--- src/rtl/sync_hunt_pkg.sv ---
package sync_hunt_pkg;

  localparam int unsigned CHAR_W     = 8;
  localparam int unsigned SYNC_W     = 2 * CHAR_W;
  localparam int unsigned CLEN_W     = $clog2(CHAR_W + 1);
  localparam int unsigned SLEN_W     = $clog2(SYNC_W + 1);
  localparam int unsigned SHORT_SYNC = 6;
  localparam int unsigned MIN_CHAR   = 5;
  localparam int unsigned RST_STAGES = 2;

  typedef enum logic [1:0] {
    SM_SIX     = 2'd0,
    SM_EIGHT   = 2'd1,
    SM_DUAL    = 2'd2,
    SM_CHARLEN = 2'd3
  } sync_mode_e;

  typedef enum logic {
    ST_HUNT   = 1'b0,
    ST_FRAMED = 1'b1
  } hunt_state_e;

  // Character length in bits from its 2-bit code.
  function automatic logic [CLEN_W-1:0] char_bits(input logic [1:0] code);
    return CLEN_W'(MIN_CHAR) + CLEN_W'(code);
  endfunction

  // Sync window width in bits for the active mode.
  function automatic logic [SLEN_W-1:0] sync_bits(input sync_mode_e m,
                                                  input logic [1:0] code);
    logic [SLEN_W-1:0] w;
    case (m)
      SM_SIX:   w = SLEN_W'(SHORT_SYNC);
      SM_EIGHT: w = SLEN_W'(CHAR_W);
      SM_DUAL:  w = SLEN_W'(SYNC_W);
      default:  w = SLEN_W'(char_bits(code));
    endcase
    return w;
  endfunction

  // Compare value: oldest received bit sits at bit 0.
  function automatic logic [SYNC_W-1:0] sync_pattern(input sync_mode_e m,
                                                     input logic [CHAR_W-1:0] first,
                                                     input logic [CHAR_W-1:0] second);
    logic [SYNC_W-1:0] p;
    if (m == SM_DUAL) p = {second, first};
    else              p = {{CHAR_W{1'b0}}, second};
    return p;
  endfunction

endpackage

--- src/rtl/sync_hunt_rst_sync.sv ---
module sync_hunt_rst_sync #(
  parameter int unsigned STAGES = 2
) (
  input  logic clk,
  input  logic rst_n,
  output logic rst_out_n
);

  logic [STAGES-1:0] pipe_q;

  always_ff @(posedge clk or negedge rst_n) begin
    if (!rst_n) pipe_q <= '0;
    else        pipe_q <= {pipe_q[STAGES-2:0], 1'b1};
  end

  assign rst_out_n = pipe_q[STAGES-1];

endmodule

--- src/rtl/sync_hunt_window.sv ---
module sync_hunt_window
  import sync_hunt_pkg::*;
#(
  parameter int unsigned WIN_W = SYNC_W,
  parameter int unsigned LEN_W = SLEN_W
) (
  input  logic             clk,
  input  logic             rst_n,
  input  logic             clr,
  input  logic             shift_en,
  input  logic             bit_in,
  input  logic [LEN_W-1:0] len,
  input  logic [WIN_W-1:0] pattern,
  output logic             match
);

  localparam logic [LEN_W-1:0] FULL = LEN_W'(WIN_W);

  logic [WIN_W-1:0] win_q, win_d, shifted, aligned, mask;
  logic [LEN_W-1:0] fill_q, fill_d, gap;
  logic             enough, upd_en;

  // Newest bit enters at the top, so the oldest of the last N bits lands at bit 0 after alignment.
  always_comb begin
    shifted = {bit_in, win_q[WIN_W-1:1]};
    gap     = FULL - len;
    mask    = {WIN_W{1'b1}} >> gap;
    aligned = shifted >> gap;
    enough  = (fill_q + LEN_W'(1)) >= len;
    match   = shift_en && !clr && enough && ((aligned & mask) == (pattern & mask));
  end

  always_comb begin
    upd_en = clr || shift_en;
    win_d  = win_q;
    fill_d = fill_q;
    if (clr) begin
      win_d  = '0;
      fill_d = '0;
    end else if (shift_en) begin
      win_d = shifted;
      if (fill_q < FULL) fill_d = fill_q + LEN_W'(1);
    end
  end

  always_ff @(posedge clk or negedge rst_n) begin
    if (!rst_n) begin
      win_q  <= '0;
      fill_q <= '0;
    end else if (upd_en) begin
      win_q  <= win_d;
      fill_q <= fill_d;
    end
  end

endmodule

--- src/rtl/sync_hunt_char.sv ---
module sync_hunt_char
  import sync_hunt_pkg::*;
#(
  parameter int unsigned DATA_W = CHAR_W,
  parameter int unsigned CNT_W  = CLEN_W
) (
  input  logic              clk,
  input  logic              rst_n,
  input  logic              clr,
  input  logic              shift_en,
  input  logic              bit_in,
  input  logic [CNT_W-1:0]  len,
  output logic [DATA_W-1:0] data,
  output logic              valid
);

  localparam logic [CNT_W-1:0] FULL = CNT_W'(DATA_W);

  logic [DATA_W-1:0] acc_q, acc_d, acc_next, data_q, data_d;
  logic [CNT_W-1:0]  cnt_q, cnt_d, cnt_inc;
  logic              valid_q, valid_d, done, upd_en;

  always_comb begin
    acc_next = {bit_in, acc_q[DATA_W-1:1]};
    cnt_inc  = cnt_q + CNT_W'(1);
    done     = shift_en && !clr && (cnt_inc == len);
  end

  always_comb begin
    upd_en  = clr || shift_en || valid_q;
    acc_d   = acc_q;
    cnt_d   = cnt_q;
    data_d  = data_q;
    valid_d = 1'b0;
    if (clr) begin
      acc_d = '0;
      cnt_d = '0;
    end else if (shift_en) begin
      acc_d = acc_next;
      cnt_d = done ? '0 : cnt_inc;
      if (done) begin
        data_d  = acc_next >> (FULL - len);
        valid_d = 1'b1;
      end
    end
  end

  always_ff @(posedge clk or negedge rst_n) begin
    if (!rst_n) begin
      acc_q   <= '0;
      cnt_q   <= '0;
      data_q  <= '0;
      valid_q <= 1'b0;
    end else if (upd_en) begin
      acc_q   <= acc_d;
      cnt_q   <= cnt_d;
      data_q  <= data_d;
      valid_q <= valid_d;
    end
  end

  assign data  = data_q;
  assign valid = valid_q;

endmodule

--- src/rtl/sync_hunt_ctrl.sv ---
module sync_hunt_ctrl
  import sync_hunt_pkg::*;
(
  input  logic clk,
  input  logic rst_n,
  input  logic enter_hunt,
  input  logic match,
  output logic hunting,
  output logic detect
);

  hunt_state_e state_q, state_d;
  logic        detect_q, detect_d;

  always_comb begin
    state_d  = state_q;
    detect_d = 1'b0;
    if (enter_hunt) begin
      state_d = ST_HUNT;
    end else if (state_q == ST_HUNT && match) begin
      state_d  = ST_FRAMED;
      detect_d = 1'b1;
    end
  end

  always_ff @(posedge clk or negedge rst_n) begin
    if (!rst_n) begin
      state_q  <= ST_HUNT;
      detect_q <= 1'b0;
    end else begin
      state_q  <= state_d;
      detect_q <= detect_d;
    end
  end

  assign hunting = (state_q == ST_HUNT);
  assign detect  = detect_q;

endmodule

--- src/rtl/sync_hunter.sv ---
module sync_hunter
  import sync_hunt_pkg::*;
(
  input  logic              clk,
  input  logic              rst_n,
  input  logic              enter_hunt,
  input  logic              bit_valid,
  input  logic              rx_bit,
  input  logic [1:0]        sync_mode,
  input  logic [1:0]        char_len,
  input  logic [CHAR_W-1:0] sync_a,
  input  logic [CHAR_W-1:0] sync_b,
  output logic              hunting,
  output logic              sync_detect,
  output logic              char_valid,
  output logic [CHAR_W-1:0] char_data
);

  logic              rst_core_n;
  sync_mode_e        mode_e;
  logic [CLEN_W-1:0] clen;
  logic [SLEN_W-1:0] slen;
  logic [SYNC_W-1:0] pattern;
  logic              win_shift, win_match, chr_shift, chr_clr;

  sync_hunt_rst_sync #(.STAGES(RST_STAGES)) u_rst (
    .clk       (clk),
    .rst_n     (rst_n),
    .rst_out_n (rst_core_n)
  );

  always_comb begin
    mode_e    = sync_mode_e'(sync_mode);
    clen      = char_bits(char_len);
    slen      = sync_bits(mode_e, char_len);
    pattern   = sync_pattern(mode_e, sync_a, sync_b);
    win_shift = bit_valid && hunting && !enter_hunt;
    chr_clr   = enter_hunt || hunting;
    chr_shift = bit_valid && !hunting && !enter_hunt;
  end

  sync_hunt_window #(.WIN_W(SYNC_W), .LEN_W(SLEN_W)) u_window (
    .clk      (clk),
    .rst_n    (rst_core_n),
    .clr      (enter_hunt),
    .shift_en (win_shift),
    .bit_in   (rx_bit),
    .len      (slen),
    .pattern  (pattern),
    .match    (win_match)
  );

  sync_hunt_ctrl u_ctrl (
    .clk        (clk),
    .rst_n      (rst_core_n),
    .enter_hunt (enter_hunt),
    .match      (win_match),
    .hunting    (hunting),
    .detect     (sync_detect)
  );

  sync_hunt_char #(.DATA_W(CHAR_W), .CNT_W(CLEN_W)) u_char (
    .clk      (clk),
    .rst_n    (rst_core_n),
    .clr      (chr_clr),
    .shift_en (chr_shift),
    .bit_in   (rx_bit),
    .len      (clen),
    .data     (char_data),
    .valid    (char_valid)
  );

endmodule

--- config.mk ---
export PLATFORM = sky130hd
export DESIGN_NAME = sync_hunter
export DESIGN_NICKNAME = d
export VERILOG_FILES = /design/src/rtl/sync_hunt_pkg.sv /design/src/rtl/sync_hunt_rst_sync.sv /design/src/rtl/sync_hunt_window.sv /design/src/rtl/sync_hunt_char.sv /design/src/rtl/sync_hunt_ctrl.sv /design/src/rtl/sync_hunter.sv
export SDC_FILE = /design/constraint.sdc
export NUM_CORES = 1
export LEC_CHECK = 0
export BUFFER_PORTS_ARGS = -buffer_cell sky130_fd_sc_hd__buf_2
export CORE_MARGIN = 1
export CORE_UTILIZATION = 53
export DETAILED_ROUTE_END_ITERATION = 8
export HOLD_SLACK_MARGIN = 0.08
export PLACE_DENSITY = 0.75
export REMOVE_ABC_BUFFERS = 1
export SLEW_MARGIN = 20
export SYNTH_ARGS = -nofsm -noshare
export SYNTH_HDL_FRONTEND = slang
export SYNTH_SLANG_ARGS = --single-unit
export TNS_END_PERCENT = 100
--- constraint.sdc ---
create_clock -name clk -period 1.2 [get_ports clk]
set_input_delay 0.18 -clock clk [delete_from_list [all_inputs] [get_ports clk]]
set_output_delay 0.18 -clock clk [all_outputs]
set_load 0.03 [all_outputs]
### Word-level counts from Yosys, hierarchy flattened

Index checks and enable logic that the tools add are counted.

| operators by class | value |
|---|---|
| add/subtract/negate cells | 5 |
| $mul | 0 |
| divide/modulo/power cells | 0 |
| $lt $le $gt $ge | 2 |
| equal/unequal tests | 4 |
| shift operators | 3 |
| multiplexer cells | 19 |
| bitwise operators | 4 |
| reduce and logical (&&, ||, !) cells | 25 |

Operators by type and width:

| operator | number |
|---|---|
| $mux 16 | 3 |
| $and 16x16->16 | 2 |
| $eq 16x16->1 | 1 |
| $mux 8 | 2 |
| $shr 16x5->16 | 1 |
| $shr 16x5->16 const A | 1 |
| $mux 5 | 3 |
| $pmux 5 s3 | 1 |
| $mux 4 | 3 |
| $logic_and 1x1->1 | 10 |
| $reduce_bool 2->1 | 4 |
| $shr 8x4->8 | 1 |
| $mux 1 | 7 |
| $add 5x1->5 const B | 1 |
| $ge 5x5->1 | 1 |
| $lt 5x5->1 const B | 1 |
| $sub 5x5->5 const A | 1 |
| $add 3x2->4 const A | 1 |
| $add 4x1->4 const B | 1 |
| $eq 4x4->1 | 1 |
| $logic_or 1x1->1 | 4 |
| $reduce_and 2->1 | 2 |
| $reduce_and 4->1 | 1 |
| $sub 4x4->4 const A | 1 |
| other kinds (6) | 8 |

| storage, ports and cells | value |
|---|---|
| register bits after elaboration | 46 |
| latch bits | 0 |
| RAM bits | 0 |
| bits in read-only memories | 0 |
| bits of input ports | 25 |
| output and inout bits | 11 |
| word-level logic and storage cells | 71 |
| memories kept | 0 |

### Depth between registers and ports, before layout

Gate-level depths: netlist (run 1).

| logic depth | value |
|---|---|
| word-level depth | 10 |
| gate-level depth with buffers | 15 |
| gate-level depth less buffers | 12 |

### By module

From an unflattened synthesis (run 1), not the netlist that was laid out.

| unflattened totals | value |
|---|---|
| cell total of the unflattened synthesis | 377 |
| area, all modules | 3681.0 um^2 |

By module, submodules not included:

| module | times used | cells each | area an instance (um^2) | seq. area each (um^2) |
|---|---|---|---|---|
| sync_hunt_window | 1 | 218 | 2134.5 | 500.5 |
| sync_hunt_char | 1 | 117 | 1149.9 | 500.5 |
| sync_hunter | 1 | 34 | 266.5 | 0.0 |
| sync_hunt_ctrl | 1 | 5 | 76.3 | 50.0 |
| sync_hunt_rst_sync | 1 | 3 | 53.8 | 50.0 |

### Worst setup path after synthesis (run 1)

No wires, ideal clock.

| timing | value |
|---|---|
| kind | input to register |
| from | in char_len[0] |
| to | reg u_ctrl.state_q |
| library setup time | 103 ps |
| arrival time | 3196 ps |
| data required time | 1097 ps |
| slack | -2100 ps |
| cell stages on the path | 12 |
| path buffers | 1 |
| path through | ha_1 buf_1 and3_1 nor2_1 ha_1 or3b_1 o211ai_4 mux4_2 xor2_1 a221oi_2 a32oi_1 o41ai_2 |

| between the ends | value |
|---|---|
| longest elaborated chain between the ends | 9 |
| elaborated cells on any way between the ends | 13 |

RTL lines:

| what | RTL line | RTL |
|---|---|---|
| from (decl) | sync_hunter.sv:10 | `input logic [1:0] char_len,` |
| $add 3x2->4 (*) | sync_hunt_pkg.sv:25 | `return CLEN_W'(MIN_CHAR) + CLEN_W'(code);` |
| $pmux 5 s3 (*) | sync_hunt_pkg.sv:32 | `case (m)` |
| $sub 5x5->5 | sync_hunt_window.sv:26 | `gap = FULL - len;` |
| $shr 16x5->16, on equally long branches | sync_hunt_window.sv:28, sync_hunt_window.sv:27 |  |
| $and 16x16->16 | sync_hunt_window.sv:30 | `match = shift_en && !clr && enough && ((aligned & mask) == (pattern & mask));` |
| $eq 16x16->1 | sync_hunt_window.sv:30 |  |
| $logic_and 1x1->1 (*) | sync_hunt_window.sv:30 |  |
| $logic_and 1x1->1 (*) | sync_hunt_ctrl.sv:20 | `end else if (state_q == ST_HUNT && match) begin` |
| $reduce_bool 2->1 (no source line) (*) | n/a |  |
| to (signal assigned) | sync_hunt_ctrl.sv:31 | `state_q <= state_d;` |
| to (decl) | sync_hunt_ctrl.sv:12 | `hunt_state_e state_q, state_d;` |

Mark *: on every way between the ends. The rest lies on a longest branch, timed or not.
A chain may end at the register's enable or synchronous reset.

### Worst setup path after layout (run 1)

| timing | value |
|---|---|
| from | in char_len[1] |
| to | reg u_ctrl.detect_q, in the netlist u_ctrl.detect |

| between the ends | value |
|---|---|
| longest elaborated chain between the ends | 10 |
| elaborated cells on any way between the ends | 14 |

RTL lines:

| what | RTL line | RTL |
|---|---|---|
| $add 3x2->4 (*) | sync_hunt_pkg.sv:25 |  |
| $pmux 5 s3 (*) | sync_hunt_pkg.sv:32 |  |
| $sub 5x5->5 | sync_hunt_window.sv:26 |  |
| $shr 16x5->16, on equally long branches | sync_hunt_window.sv:28, sync_hunt_window.sv:27 |  |
| $and 16x16->16 | sync_hunt_window.sv:30 |  |
| $eq 16x16->1 | sync_hunt_window.sv:30 |  |
| $logic_and 1x1->1 (*) | sync_hunt_window.sv:30 |  |
| $logic_and 1x1->1 (*) | sync_hunt_ctrl.sv:20 |  |
| $mux 1 (*) | sync_hunt_ctrl.sv:20 |  |
| $mux 1 (*) | sync_hunt_ctrl.sv:18 | `if (enter_hunt) begin` |
| named net u_ctrl.detect_d | sync_hunt_ctrl.sv:13 | `logic detect_q, detect_d;` |
| to (signal assigned) | sync_hunt_ctrl.sv:32 | `detect_q <= detect_d;` |
| to (decl) | sync_hunt_ctrl.sv:13 |  |

Mark *: on every way through the listed nets, which the timed path passes. The rest lies on a longest branch.

==> impl_metrics.toml, run 1 <==
[final_layout]
fin_util_pct = 81.1
n_antenna_cell = 0
instances_no_fill = 680
layout-drive-gt1-share_pct = 43.8
fin_nets = 617
area_growth_pct = 45.3

[route]
first_pass_iters = 5
ant_nets = 0
totalWireLength_um = 13500
drc = 0
wl_per_cell_um = 19.9
drt_iter0_drc = 251
via_per_inst = 6.16
vias = 4186

[floorplanning]
die_h_um = 87.5
top_level_ports = 36
start_util_pct = 55.8
core_region_area_mm2 = 0.00694
die_x_um = 87.5
placementRows = 30
die_area_mm2 = 0.00766

[sta]
min_period_over_period_pct = 233
drv_slew = 0
fmax_ghz = 0.358
fin_crit_ps = 2790
fin_skew_ps = 6.61
rsz0062_at_grt = "yes"
layout_setup_ws_ps = -1590
finalHoldViolCount = 0
setup_viol = 30

[cts]
clk_latency_ps = 310
cts_buffer_depth = 2
cts_tree = "yes"
cts_root_buf = "clkbuf_8"
clock-sinks = 44
htree_levels = 2
numCtsBuffers = 5
path_clk_slew_ps = 90

[min_path]
min-delay-path-class = "input pin to async pin"

[synth]
ys_ff_latch = 44
synth.distinct_cells = 58
ys_seq_area_share_pct = 28.4
avgSynthCellArea_um2 = 8.75
synthCells = 443
yosysWarnings = 0
async_flop_share_pct = 100
synth-edff-count = 0
ys.flop_type = "dfrtp_1"
synthesis.area_mm2 = 0.00387

[place]
hpwl_um = 8830
port_buffers = 35
gp_congestion = 0.946
place_inst = 658

[worst_setup_path]
cp_max_fo = 9
cp-end-kind = "flip-flop"
cp_common_cell = "buf_4"
crit_buf_inv = 5
cp_slowest_stage_delay_ps = 380
start_kind = "input pin"
crit_type = "input pin to flip-flop"
critPathTopFamily = "compound AO/OA/AOI/OAI gates"
required_ps = 1390
crit_chain = "buf_8 -> ha_4 -> and3_4 -> nor2_4 -> ha_4 -> buf_4 -> inv_1 -> a2111oi_2 -> buf_4 -> nor3_1 -> o221ai_2 -> buf_4 -> xnor2_1 -> a211o_1 -> a32oi_1 -> nor4_1"
arrival_ps = 2990
crit_path_top_delay_cell = "a2111oi_2"

[pwr]
leakagePower_nw = 2.48
vdd_ir_drop_max_mv = 0.631
power_density_mw_per_mm2 = 723

[global_routing]
grt_pass1_wl_um = 20200
grt.overflow.total = 0
grtUsageTotal_pct = 35.1
grt_max_degree = 43
grt_pass1_vias = 4112
antenna_found_initial = 0

[job]
cap_violations = 0

[status]
failed_checks = "negative setup slack"
status = "finished with violations"
[synthesized netlist by cell type, types with 6 or more instances]
master	number	area share, %
buf_2	11	1.4
nand2b_1	10	1.6
dfrtp_1	44	28
nand3_1	12	1.5
inv_1	8	0.77
xor2_1	11	2.5
xnor2_1	24	5.4
ha_1	9	2.9
and2_1	6	0.97
a21oi_1	32	4.1
nor2_1	32	3.1
mux4_2	14	8.1
a221oi_1	6	1.4
mux2i_1	35	9.0
nor3_1	7	0.90
clkbuf_1	15	1.5
nor2b_1	8	1.3
nand2_1	64	6.2
o21ai_0	23	3.0
[cell families (layout without fill, tap and decap cells)]
logic type      after synthesis  after routing  synth area share [%]
simple gates                159            159                  19.8
compound gates               99             99                  17.3
mux                          53             53                  18.3
flops                        44             44                  28.4
buf+inv                      43            184                  5.20
xor+xnor                     35             35                  7.91
fa+ha+maj                     9              9                  2.91
other cells                   1              1                0.0968
[layout make-up]
class	count	area [um2]
inverter	9	33.8
timing repair buffer	167	1380
multi-input combinational	356	2900
fill	424	1320
sequential	44	1100
tap	96	120
clock buffer	6	72.6
clock inverter	2	16.3
[layout by cell type (no fill, tap or decap), types with 4 or more instances in the layout]
cell        n
buf_4     108
nand2_1    53
dfrtp_1    43
mux2i_1    35
buf_2      32
nor2_1     30
xnor2_1    20
a21oi_1    19
buf_6      15
o21ai_0    14
mux4_2     14
a21oi_2    13
xor2_1     11
nand2b_1    9
nor2b_1     7
nand3_1     7
inv_1       6
and2_1      6
nand2_4     6
ha_1        6
buf_12      6
nor3_1      5
o21ai_1     5
nand2_2     5
clkbuf_8    5
nand3b_1    4
nand4b_1    4
a211oi_1    4
a221oi_2    4
o22ai_1     4
mux2_2      4
xnor2_2     4
o21ai_2     4
[final timing paths]
check                                    from                 to  slack (ps)  depth (start not counted)
setup / recovery                  char_len[1]      u_ctrl.detect       -1590                         16
hold / removal                          rst_n    u_rst.pipe_q[1]         170                          2
setup reg to reg           u_window.fill_q[0]     u_ctrl.state_q       -1320                          9
hold reg to reg               u_rst.pipe_q[1]    u_char.cnt_q[0]         240                          1
max in group asynchronous     u_rst.pipe_q[1]  u_window.win_q[6]         740                          1
min in group clk              u_rst.pipe_q[0]    u_rst.pipe_q[1]         360                          0
[repair_timing]
action / 4_1_cts / 5_1_grt
hold endpoints to repair: 2 / 0
buffers inserted: 7 / 5
cloned: 3 / 1
endpoints found under the setup margin: 26 / 35
pin swaps: 26 / 11
gates resized for setup: 66 / 46
hold buffers: 1 / 0
[state kept, by name, indices dropped and copies added (netlist names)]
signal / cells
u_char.cnt_q: 4
u_ctrl.detect: 1
u_char.valid: 1
u_char.data: 8
u_char.acc_q: 7
u_window.win_q: 15
u_window.fill_q: 5
u_rst.pipe_q: 2
u_ctrl.state_q: 1
[stage by stage]
stage | setup slack, ps | instance area [um2] | TNS, ps | power [mW] | hold WS (ps)
floorplan | -2780 | 3710 | -18960 | 2.26 | -116
global placement | -1990 | 4930 | -12820 | 2.84 | -35.8
detailed placement | -2190 | 4930 | -14310 | 2.88 | -33.6
CTS | -1580 | 5400 | -9920 | 3.94 | 166
global route | -1760 | 5630 | -11910 | 4.22 | 170
finish | -1590 | 5630 | -10680 | 4.07 | 172
[metal layers]
metal  track usage (%)  wire, um  vias up  share of wire (%)
li1                  -         -     1873                  -
met1              42.3      5330     2013                 39
met2              63.1      6690      243                 50
met3              4.64       866       57                6.4
met4              14.5       616        0                4.6
met5                 0         0        -                  0
[worst register-to-register path, delay by kind of cell (launching register included)]
family / cells / cell delay, ps
and+or+nand+nor: 1 / 150
AOI/OAI and AO/OA: 6 / 1250
DFF: 1 / 400
adders and majority gates: 2 / 640
[report_power, final]
part           internal (mW)  switching (mW)  total, mW
clock network          0.416           0.583      0.999
registers               1.50          0.0138       1.51
logic                  0.763           0.794       1.56
No activity file was read; power rests on OpenSTA's default activity.
==> run 2, diff against run 1 <==
==> constraint.sdc (replaced) <==
create_clock -name clk -period 1.2 [get_ports clk]
set_input_delay 0.36 -clock clk [delete_from_list [all_inputs] [get_ports clk]]
set_output_delay 0.36 -clock clk [all_outputs]
set_load 0.03 [all_outputs]
==> run 2 against run 1 <==
The run still ends with negative setup slack left. Clock-buffer cell count did not move. Global-route usage rose by 0.59 points. Worst setup slack worse by 250 ps. Combinational power hardly changed. Register-to-register slack better by 150 ps. Maximum frequency fell by 8.2%. Largest power group unchanged. Highest routed layer unchanged.
==> impl_metrics.toml, run 2 (synthesized netlist as in run 1, its figures left out) <==
[status]
status = "finished with violations"
failed_checks = "negative setup slack"

[route]
totalWireLength_um = 14200
drt_iter0_drc = 316
wl_per_cell_um = 20.7
vias = 4250
drc = 0
first_pass_iters = 5
ant_nets = 0
via_per_inst = 6.20

[final_layout]
regMostFlops = "u_window.win_q"
layout-drive-gt1-share_pct = 45.8
num-fill-cells = 414
largest_reg_flops = 15
final_common_cell = "buf_4"
area_growth_pct = 47.5
n_antenna_cell = 0
layout.cells.most_common_list = "117 x buf_4, 53 x nand2_1, 43 x dfrtp_1"
fin_util_pct = 82.3
fin_nets = 623

[floorplanning]
die_h_um = 87.5
placementRows = 30
core_region_area_mm2 = 0.00694
die_area_mm2 = 0.00766
top_level_ports = 36
start_util_pct = 55.8
die_x_um = 87.5

[sta]
fin_setup_tns_ps = -13040
fin_crit_ps = 3040
finalHoldViolCount = 0
min_period_over_period_pct = 253
drv_slew = 0
layout_setup_ws_ps = -1840
fin_skew_ps = 17.8
setup_viol = 44
fmax_ghz = 0.329
rsz0062_at_grt = "yes"

[cts]
cts_tree = "yes"
path_clk_slew_ps = 100
clk_latency_ps = 310
cts_root_buf = "clkbuf_8"
cts_buffer_depth = 2
clock-sinks = 44
htree_levels = 2
numCtsBuffers = 5

[global_routing]
grt_pass1_vias = 4094
grt_pass1_wl_um = 20600
grt_max_degree = 43
grtUsageTotal_pct = 35.7
antenna_found_initial = 0
grt.overflow.total = 0

[worst_setup_path]
cp_max_fo = 9
cp-end-kind = "flip-flop"
start_kind = "input pin"
crit_type = "input pin to flip-flop"
arrival_ps = 3260
required_ps = 1420

[place]
pre_cts_slack_ps = -2390
port_buffers = 35
hpwl_um = 8760
gp_congestion = 0.946

[job]
cap_violations = 0

[min_path]
min-delay-path-class = "flip-flop to async pin"

[pwr]
vdd_ir_drop_max_mv = 0.706
leakagePower_nw = 2.51
power_density_mw_per_mm2 = 762
[run 2: cell count changes in the layout (fill, tap and decap cells not counted), sizes merged]
| cell | delta |
|---|---|
| buf | +6 |
| clkinvlp | -1 |
| bufinv | +1 |
[run 2: per-stage QoR]
| step | hold WS, ps | cells | power, mW | cell area (um2) |
|---|---|---|---|---|
| 2_1_floorplan | 64.4 | 409 | 2.26 | 3710 |
| 3_3_place_gp | 144 | 658 | 2.84 | 4930 |
| 3_5_place_dp | 147 | 658 | 2.88 | 4930 |
| 6_report | 237 | 686 | 4.36 | 5720 |
| 5_1_grt | 281 | 686 | 4.52 | 5720 |
| 4_1_cts | 260 | 678 | 4.22 | 5460 |
[run 2: layout make-up]
type,instances,area [um2],share of cell area [%]
Multi-Input combinational cell,356,2930,51.2
Inverter,9,33.8,0.591
Clock inverter,2,38.8,0.678
Timing Repair Buffer,173,1410,24.7
Tap cell,96,120,2.10
Sequential cell,44,1100,19.3
Clock buffer,6,82.6,1.44
[run 2: critical path: stages]
cell and delay [ps]:
buf_8 100, ha_4 230, and3_4 190, nor2_4 100, ha_4 150, buf_4 170
inv_1 100, buf_4 190, a221oi_4 370, nor3_1 110, o221ai_2 280, a221oi_1 90
a311oi_1 320, a31oi_1 160, o41ai_2 320
[run 2: layer usage]
| metal | vias to the layer above | track usage [%] | routed length, um |
|---|---|---|---|
| met3 | 61 | 5.12 | 911 |
| met4 | 0 | 13.9 | 698 |
| met5 | - | 0 | 0 |
| met1 | 2076 | 44.2 | 5530 |
| met2 | 230 | 62.9 | 7070 |
| li1 | 1883 | - | - |
[run 2: power breakdown]
part           switching [mW]  leakage [nW]  internal, mW  total (mW)
logic                   0.818          1.84         0.772        1.59
clock network           0.576        0.0614         0.682        1.26
registers              0.0125         0.607          1.50        1.51
total                    1.41          2.51          2.95        4.36
[run 2: repair_timing]
item                                   CTS  global route
hold buffers                             1             0
pin swaps                               28            21
cloned                                   4             0
buffers inserted                        10            13
setup endpoints to repair               32            34
resized for setup                       86            56
endpoints found under the hold margin    2             0
[run 2: final timing paths]
path	startpoint	to	slack (ps)	depth (start not counted)
setup / recovery	char_len[1]	u_ctrl.state_q	-1840	15
hold / removal	u_rst.pipe_q[1]	u_window.win_q[9]	240	1
setup reg to reg	u_window.win_q[14]	u_ctrl.state_q	-1170	9
hold reg to reg	u_rst.pipe_q[1]	u_window.win_q[9]	240	1
max in group asynchronous	rst_n	u_rst.pipe_q[1]	730	2
min in group clk	u_rst.pipe_q[0]	u_rst.pipe_q[1]	360	0
